File: config.mk
export PLATFORM = sky130hd
export DESIGN_NAME = sdram_pwrup_seq
export DESIGN_NICKNAME = d
export VERILOG_FILES = /design/src/rtl/sdram_init_pkg.sv /design/src/rtl/sdram_wait_cnt.sv /design/src/rtl/sdram_refresh_tmr.sv /design/src/rtl/sdram_pwrup_seq.sv
export SDC_FILE = /design/constraint.sdc
export NUM_CORES = 1
export LEC_CHECK = 0
export BUFFER_PORTS_ARGS = -buffer_cell sky130_fd_sc_hd__buf_2
export CAP_MARGIN = 20
export CORE_ASPECT_RATIO = 0.75
export CORE_MARGIN = 5
export CORE_UTILIZATION = 30
export DETAILED_ROUTE_END_ITERATION = 10
export GPL_TIMING_DRIVEN = 0
export SLEW_MARGIN = 20
export SYNTH_ARGS = -nofsm -noshare
export SYNTH_HDL_FRONTEND = slang
export SYNTH_SLANG_ARGS = --single-unit
export TNS_END_PERCENT = 1
File: constraint.sdc
create_clock -name clk -period 5.5 [get_ports clk]
set_clock_uncertainty 0.2 [all_clocks]
set_input_delay 1.1 -clock clk [delete_from_list [all_inputs] [get_ports clk]]
set_output_delay 1.1 -clock clk [all_outputs]
set_load 0.02 [all_outputs]
File: src/rtl/sdram_init_pkg.sv
// Package: shared command encodings and mode-word builder for the
// SDRAM initialization sequencer. Commands are {cs_n, ras_n, cas_n, we_n}.
package sdram_init_pkg;

    localparam logic [3:0] CMD_DESEL = 4'b1111;
    localparam logic [3:0] CMD_NOP   = 4'b0111;
    localparam logic [3:0] CMD_PRE   = 4'b0010;
    localparam logic [3:0] CMD_AREF  = 4'b0001;
    localparam logic [3:0] CMD_LMR   = 4'b0000;

    typedef enum logic [3:0] {
        ST_IDLE, ST_PWRUP, ST_PRE, ST_PRE_W, ST_AREF, ST_AREF_W,
        ST_LMR, ST_LMR_W, ST_DONE
    } seq_state_t;

    // Build the load-mode word: burst code, sequential type, CAS, single writes.
    function automatic logic [15:0] mode_word(input int burst_len, input int cas_lat);
        logic [2:0] bl_code;
        case (burst_len)
            2:       bl_code = 3'd1;
            4:       bl_code = 3'd2;
            8:       bl_code = 3'd4;
            default: bl_code = 3'd0;
        endcase
        mode_word = {6'd0, 1'b1, 2'b00, 3'(cas_lat), 1'b0, bl_code};
    endfunction

endpackage

File: src/rtl/sdram_wait_cnt.sv
// Module: loadable down counter that stops at zero; used for every
// inter-command delay of the sequencer. Assumes the loader issues a load
// only when it starts a new wait.
module sdram_wait_cnt #(
    parameter int W = 8
) (
    input  logic         clk,
    input  logic         rst_n,
    input  logic         load_i,
    input  logic [W-1:0] load_val_i,
    output logic         zero_o
);
    logic [W-1:0] cnt_q;

    // Count down from the loaded value and rest at zero.
    always_ff @(posedge clk) begin
        if (!rst_n)           cnt_q <= '0;
        else if (load_i)      cnt_q <= load_val_i;
        else if (cnt_q != '0) cnt_q <= cnt_q - 1'b1;
    end

    assign zero_o = (cnt_q == '0);

    // Once at zero with no load, the counter must stay at zero (no wrap).
    assert_no_wrap_R6: assert property (@(posedge clk) disable iff (!rst_n)
        (zero_o && !load_i) |=> zero_o);

endmodule

File: src/rtl/sdram_refresh_tmr.sv
// Module: periodic refresh timer. Held at its start value while disabled.
// Once enabled it pulses req_o for one cycle every RELOAD cycles, the first
// pulse RELOAD cycles after enable rises. Assumes RELOAD >= 2.
module sdram_refresh_tmr #(
    parameter int RELOAD = 683
) (
    input  logic clk,
    input  logic rst_n,
    input  logic en_i,
    output logic req_o
);
    localparam int RW = $clog2(RELOAD + 1);
    localparam logic [RW-1:0] START = RW'(RELOAD - 1);

    logic [RW-1:0] cnt_q;
    logic          req_q;

    // Period counter: reload on expiry, hold at start while disabled.
    always_ff @(posedge clk) begin
        if (!rst_n || !en_i)  cnt_q <= START;
        else if (cnt_q == '0) cnt_q <= START;
        else                  cnt_q <= cnt_q - 1'b1;
    end

    // Register the expiry as a one-cycle request strobe.
    always_ff @(posedge clk) begin
        if (!rst_n) req_q <= 1'b0;
        else        req_q <= en_i && (cnt_q == '0);
    end

    assign req_o = req_q;

    assert_req_single_R8: assert property (@(posedge clk) disable iff (!rst_n)
        req_o |=> !req_o);
    assert_req_after_en_R8: assert property (@(posedge clk) disable iff (!rst_n)
        req_o |-> en_i);

endmodule

File: src/rtl/sdram_pwrup_seq.sv
// Module: SDRAM power-up sequencer top. On start: clock enable, power-up
// wait, precharge all, NUM_AREF auto-refreshes, load mode, TMRD settle,
// then init_done and periodic refresh requests.
// Assumes TRP, TRC, TMRD >= 2, NUM_AREF >= 1, ADDR_W >= 11.
module sdram_pwrup_seq
    import sdram_init_pkg::*;
#(
    parameter int CLK_MHZ    = 90,
    parameter int POWERUP_US = 100000,
    parameter int REFRESH_MS = 64,
    parameter int ROWS       = 8192,
    parameter int NUM_AREF   = 8,
    parameter int BURST_LEN  = 1,
    parameter int CAS_LAT    = 2,
    parameter int TRP        = 2,
    parameter int TRC        = 7,
    parameter int TMRD       = 2,
    parameter int ADDR_W     = 13,
    parameter int BA_W       = 2
) (
    input  logic              clk,
    input  logic              rst_n,
    input  logic              start_i,
    output logic              cke_o,
    output logic              cs_n_o,
    output logic              ras_n_o,
    output logic              cas_n_o,
    output logic              we_n_o,
    output logic [BA_W-1:0]   ba_o,
    output logic [ADDR_W-1:0] addr_o,
    output logic              init_done_o,
    output logic              refresh_req_o
);
    localparam int PW_CYC = POWERUP_US * CLK_MHZ;
    localparam int RELOAD = (REFRESH_MS * 1000 * CLK_MHZ) / ROWS - 20;
    localparam int WAIT_W = $clog2(PW_CYC + TRP + TRC + TMRD + 1);
    localparam int AR_W   = $clog2(NUM_AREF + 1);
    localparam logic [15:0] MODE = mode_word(BURST_LEN, CAS_LAT);

    seq_state_t        state_q, state_d;
    logic [AR_W-1:0]   aref_left_q;
    logic              wait_load;
    logic [WAIT_W-1:0] wait_val;
    logic              wait_zero;
    logic [3:0]        cmd;

    sdram_wait_cnt #(.W(WAIT_W)) u_wait (
        .clk        (clk),
        .rst_n      (rst_n),
        .load_i     (wait_load),
        .load_val_i (wait_val),
        .zero_o     (wait_zero)
    );

    sdram_refresh_tmr #(.RELOAD(RELOAD)) u_rfsh (
        .clk   (clk),
        .rst_n (rst_n),
        .en_i  (state_q == ST_DONE),
        .req_o (refresh_req_o)
    );

    // Next-state and wait-load selection for the command sequence.
    always_comb begin
        state_d   = state_q;
        wait_load = 1'b0;
        wait_val  = '0;
        case (state_q)
            ST_IDLE: if (start_i) begin
                state_d = ST_PWRUP; wait_load = 1'b1; wait_val = WAIT_W'(PW_CYC - 1);
            end
            ST_PWRUP:  if (wait_zero) state_d = ST_PRE;
            ST_PRE: begin
                state_d = ST_PRE_W; wait_load = 1'b1; wait_val = WAIT_W'(TRP - 2);
            end
            ST_PRE_W:  if (wait_zero) state_d = ST_AREF;
            ST_AREF: begin
                state_d = ST_AREF_W; wait_load = 1'b1; wait_val = WAIT_W'(TRC - 2);
            end
            ST_AREF_W: if (wait_zero) state_d = (aref_left_q == '0) ? ST_LMR : ST_AREF;
            ST_LMR: begin
                state_d = ST_LMR_W; wait_load = 1'b1; wait_val = WAIT_W'(TMRD - 2);
            end
            ST_LMR_W:  if (wait_zero) state_d = ST_DONE;
            default:   state_d = state_q;
        endcase
    end

    // State register with synchronous reset.
    always_ff @(posedge clk) begin
        if (!rst_n) state_q <= ST_IDLE;
        else        state_q <= state_d;
    end

    // Remaining auto-refresh commands of the init sequence.
    always_ff @(posedge clk) begin
        if (!rst_n)                                aref_left_q <= '0;
        else if (state_q == ST_IDLE && start_i)    aref_left_q <= AR_W'(NUM_AREF);
        else if (state_q == ST_AREF)               aref_left_q <= aref_left_q - 1'b1;
    end

    // Command and address decode from the current state.
    always_comb begin
        addr_o = '0;
        ba_o   = '0;
        case (state_q)
            ST_IDLE: cmd = CMD_DESEL;
            ST_PRE:  begin cmd = CMD_PRE; addr_o = ADDR_W'(16'h0400); end
            ST_AREF: cmd = CMD_AREF;
            ST_LMR:  begin cmd = CMD_LMR; addr_o = ADDR_W'(MODE); end
            default: cmd = CMD_NOP;
        endcase
    end

    assign {cs_n_o, ras_n_o, cas_n_o, we_n_o} = cmd;
    assign cke_o       = (state_q != ST_IDLE);
    assign init_done_o = (state_q == ST_DONE);

    assert_cmd_with_cke_R2: assert property (@(posedge clk) disable iff (!rst_n)
        (!cs_n_o && !(ras_n_o && cas_n_o && we_n_o)) |-> cke_o);
    assert_all_arefs_R4: assert property (@(posedge clk) disable iff (!rst_n)
        (state_q == ST_LMR) |-> (aref_left_q == '0));
    assert_pre_then_nop_R3: assert property (@(posedge clk) disable iff (!rst_n)
        (state_q == ST_PRE) |=> (!cs_n_o && ras_n_o && cas_n_o && we_n_o));
    assert_done_sticky_R7: assert property (@(posedge clk) disable iff (!rst_n)
        init_done_o |=> init_done_o);

endmodule

### Yosys cells after proc, flatten, opt, wreduce, memory -nomap -nowiden

Index checks and enable logic that the tools add are counted.

| storage, ports and cells | value |
|---|---|
| output and inout port bits | 22 |
| register bits | 43 |

| cells by class | value |
|---|---|
| add/subtract/negate cells | 3 |
| equality and inequality tests | 13 |
| bitwise operators | 1 |
| reductions and logical operators | 18 |
| mux-type cells | 17 |

Operators by type and width:

| operator | count |
|---|---|
| 2-to-1 mux 24 bit | 3 |
| one-hot mux 24 bit (2 select lines) | 1 |
| one-hot mux 4 bit (8 select lines) | 1 |
| 2-to-1 mux 4 bit | 7 |
| logical NOT 24 bit | 1 |
| nonzero test 24 bit | 1 |
| subtractor 24 x 1 -> 24 bit (second input constant) | 1 |
| one-hot mux 11 bit (2 select lines) | 1 |
| equality test 4 x 3 -> 1 bit (second input constant) | 4 |
| one-hot mux 4 bit (4 select lines) | 1 |
| logical NOT 10 bit | 1 |
| subtractor 10 x 1 -> 10 bit (second input constant) | 1 |
| equality test 4 x 2 -> 1 bit (second input constant) | 2 |
| logical NOT 4 bit | 2 |
| inequality test 2 x 1 -> 1 bit (second input constant) | 4 |
| nonzero test 8 bit | 1 |
| AND reduction 6 bit | 1 |
| equality test 4 x 1 -> 1 bit (second input constant) | 1 |
| equality test 4 bit (second input constant) | 1 |
| nonzero test 2 bit | 2 |
| nonzero test 4 bit | 1 |
| OR reduction 2 bit | 2 |
| subtractor 4 x 1 -> 4 bit (second input constant) | 1 |
| OR reduction 3 bit | 1 |
| other kinds (8) | 10 |

### Depth between registers and ports, before layout

| logic depth | value |
|---|---|
| word-level depth | 4 |
| mapped depth | 7 |

### Modules after synthesis

Synthesis repeated with hierarchy kept, for this count alone.

| unflattened totals | value |
|---|---|
| cell total of the unflattened synthesis | 287 |
| area total of the unflattened synthesis | 2383.5 µm² |

Modules (own cells, without submodules):

| module | area each (µm²) | seq. area each (µm²) | instances | cells an instance |
|---|---|---|---|---|
| sdram_wait_cnt | 1361.3 | 480.5 | 1 | 162 |
| sdram_pwrup_seq | 544.3 | 160.2 | 1 | 71 |
| sdram_refresh_tmr | 478.0 | 220.2 | 1 | 54 |

### Least setup slack after synthesis

Ideal clock, no wire load.

| timing | value |
|---|---|
| path type | register to output |
| from | register state_q[1] |
| to | output cke_o |
| stages on the path, launching flop included | 4 |
| buffers on the path | 1 |
| required time | 4.200 ns |
| path slack | 2.599 ns |
| arrival | 1.601 ns |
| path through | dfxtp_1 clkbuf_1 nor4_1 inv_1 |

| on the way | value |
|---|---|
| word-level cells in the longest chain between the ends | 1 |

Ends and longest elaborated chain:

| what | line | source |
|---|---|---|
| start: declaration | sdram_pwrup_seq.sv:40 | `seq_state_t state_q, state_d;` |
| start signal: assignment | sdram_pwrup_seq.sv:91 | `else state_q <= state_d;` |
| nonzero test 4 bit | sdram_pwrup_seq.sv:115 | `assign cke_o = (state_q != ST_IDLE);` |
| end: declaration | sdram_pwrup_seq.sv:24 | `output logic cke_o,` |

No other way between the ends.

### Final worst setup path

| timing | value |
|---|---|
| from | register state_q[1] |
| to | output init_done_o |

| on the way | value |
|---|---|
| word-level cells in the longest chain between the ends | 1 |

Ends and longest elaborated chain:

| what | line | source |
|---|---|---|
| equality test 4 bit | sdram_pwrup_seq.sv:116 | `assign init_done_o = (state_q == ST_DONE);` |
| end: declaration | sdram_pwrup_seq.sv:31 | `output logic init_done_o,` |

No other way between the ends.

==> impl_results.md <==
- TritonCTS Buffers: 5
- Cts repair resizes: 0
- Sequential share of power: 0.462
- I/O Buffers: 12
- Seq/Total Area, Yosys: 0.3725
- TritonCTS clock tree: built
- Worst Tran Pin Value: around 0.8 ns
- Max-slew violation count: 0
- Final WL: a little over 5000 um
- Warnings, synthesis: 0
- Setup crit start kind: register
- Share of cells above drive strength 1: 0.1586
- DPL Wire Length: between 3000 and 4000 um
- Top Ports: 25
- P per Cell Area: 293.4 nW/um2
- Ys async rst share: 0
- Area contributors post-synth: dfxtp_1, xor2_1, nor2_1
- Setup TNS: 0 ns
- Internal: 0.0005134 W
- Via count: 1,943
- Top-area cell type share of the netlist area: 0.3725
- Longest Clk Path Bufs: 2
- Tcrit/Tclk final: 0.5554
- Clk Latency, worst-skew pair: 0.29 ns
- Largest area contributor in the netlist: dfxtp_1
- Synth Register Bits: 43
- RSZ-0062 raised after global routing: no
- Clock share of power: 0.279
- Placed insts: 402
- Antenna violations before repair: 0
- Drt pass-1 iters: 4
- Vias in the first global route: 1,817
- Fillers: 793
- Final RePlAce weighted congestion: 0.7760
- Min Tclk post-route: approximately 3.1 ns
- Die Wd: between 100 and 150 um
- N_diodes: 0
- Synth Cell Area: 2311 um2
- H-tree depth: 2
- CP Class: register to output pin
- Final Hold Viols: 0
- Multi-input combinational cell area: 1329 um2
- Switching portion of total power: 0.3366
- MaxCap Viol Count: 0
- Worst-path clk slew: ~0.090 ns
- Net Sw Power: 0.0002604 W
- Hold buffer count at CTS: 0
- Worst EP arrival: 1.75 ns
- Pin count of the biggest net entering global routing: 15
- Drt wl/cell: 12.30 um
- Comb pwr share: 0.259
- DR vias/cell: 4.739
- EDFF count, synth: 0
- Nets: roughly 320
- Register Area: 860.8 um2
- Initial drt markers: about 110
- Root buffer cell: clkbuf_8
- Peak Freq: 327.3 MHz
- Initial Utilization: 0.3109
- Worst EP required: between 4 and 5 ns
- DIE AREA: between 9000 and 10,000 um2
- Total grt overflow: 0
- HP Class: register to register
- Maximum VDD drop: 0.0001065 V
- Die span in y: between 80 and 90 um
- Pleak: 1.065 nW
- Number of distinct library cells after synthesis: 47
- Core area: 7432 um2
- First-pass GRT wire length: 8431 um
- Status: finished clean
- Crit Path Max Fanout: 10
- # DRC: 0
- Post-CTS setup buffer count: 0
- Routed Antenna Nets: 0
- Final setup vio count: 0
- CP Capture Type: output pin
- Slew HR: 0.4501
- Rows: 27
- Non-Filler Instances: 410
- Avg Cell Area, Syn: 8.313 um2
- Clock sinks: 43
- Most used flip-flop cell after synthesis: dfxtp_1
- Gr usage total: 0.1063
- Mapped Cells: 278
- Synth-to-layout area growth: 14.13%
[kinds of logic (layout without fill, tap and decap cells)]
kind of cell,Yosys count,after routing,synth area share
flip-flops,43,43,0.3725
AO/OA/AOI/OAI,46,46,0.1327
adder cells (fa/ha/maj),5,5,0.02707
AND/OR/NAND/NOR,130,130,0.3005
buffers and inverters,28,48,0.07038
XOR/XNOR,24,24,0.09096
multiplexers,1,1,0.004332
other,1,12,0.001623
[synthesized netlist by cell type (5+ instances only)]
cell and n:
clkbuf_1 5, xnor2_1 7, inv_1 8, o21ai_0 9, ha_1 5, nor4_1 10
or3_1 9, a21oi_1 12, nor3_1 6, or4_1 5, nor2_1 34, dfxtp_1 43
o211ai_1 6, buf_4 13, xor2_1 17, nand2_1 32, or2_2 5, nand3_1 6
[metal layers]
metal	up-vias	GRT usage	share of wire
li1	1006	-	-
met1	908	0.1511	0.54
met3	0	0.02750	0.036
met5	-	0	0
met2	29	0.1615	0.43
met4	0	0.02431	0
[final timing paths]
kind                           end  slack (ns)             start  depth (start not counted)
setup / recovery       init_done_o        2.45        state_q[1]                          4
hold / removal     u_rfsh.cnt_q[0]        0.25   u_rfsh.cnt_q[0]                          1
setup reg to reg  u_wait.cnt_q[11]        2.73  u_wait.cnt_q[12]                          5
hold reg to reg    u_rfsh.cnt_q[0]        0.25   u_rfsh.cnt_q[0]                          1
[area by class of cell]
| cell class | instances | area share |
|---|---|---|
| inverter | 8 | 0.01139 |
| timing repair buffer | 12 | 0.02277 |
| buffer | 20 | 0.05028 |
| tap | 101 | 0.04791 |
| multi-input combinational | 218 | 0.5038 |
| clock inverter | 2 | 0.006167 |
| clock buffer | 6 | 0.03131 |
| sequential | 43 | 0.3264 |
[cells in the final DEF, fill, tap and decap left out, drive strengths merged, types with 2 or more instances in the layout]
cell type,n
dfxtp,43
nor2,34
nand2,32
buf,27
xor2,17
a21oi,12
conb,12
nor4,12
o21ai,12
clkbuf,11
or3,9
inv,8
xnor2,7
nor3,7
or4,7
nand3,6
o211ai,6
or2,5
ha,5
o21a,4
and2,4
nand4,3
or3b,2
and3,2
nor2b,2
nand3b,2
o311ai,2
a21boi,2
o31ai,2
[sequential cells by signal, summed over array words and instances, names as in the netlist]
signal        count
u_rfsh.cnt_q     10
state_q           4
u_rfsh.req_o      1
aref_left_q       4
u_wait.cnt_q     24
[critical path, cell delays in order, from the launching register on]
cell      delay, ns
dfxtp_1        0.31
clkbuf_1       0.20
or2_2          0.39
nor3b_1        0.33
buf_2          0.24
[metrics by stage]
| step | utilization | setup WS, ns | total power (W) | cell area [um2] | hold WS, ns |
|---|---|---|---|---|---|
| 6_report | 0.3549 | 2.445 | 0.0007738 | 2638 | 0.2508 |
| 5_1_grt | 0.3549 | 2.324 | 0.0008232 | 2638 | 0.2604 |
| 4_1_cts | 0.3549 | 2.412 | 0.0007810 | 2638 | 0.2463 |
| 3_5_place_dp | 0.3416 | 2.725 | 0.0005636 | 2539 | 0.2237 |
| 3_3_place_gp | 0.3416 | 2.715 | 0.0005572 | 2539 | 0.2285 |
| 2_1_floorplan | - | 2.599 | 0.0005174 | 2352 | 0.2065 |
[power groups by stage]
stage	logic (W)	registers, W	clock network, W
3_3_place_gp	0.000195	0.000363	0
3_5_place_dp	0.000199	0.000364	0
4_1_cts	0.000201	0.000357	0.000224
2_1_floorplan	0.000160	0.000358	0
6_report	0.000201	0.000357	0.000216
5_1_grt	0.000224	0.000361	0.000238
Note: power is estimated with default switching activity, not from simulation.
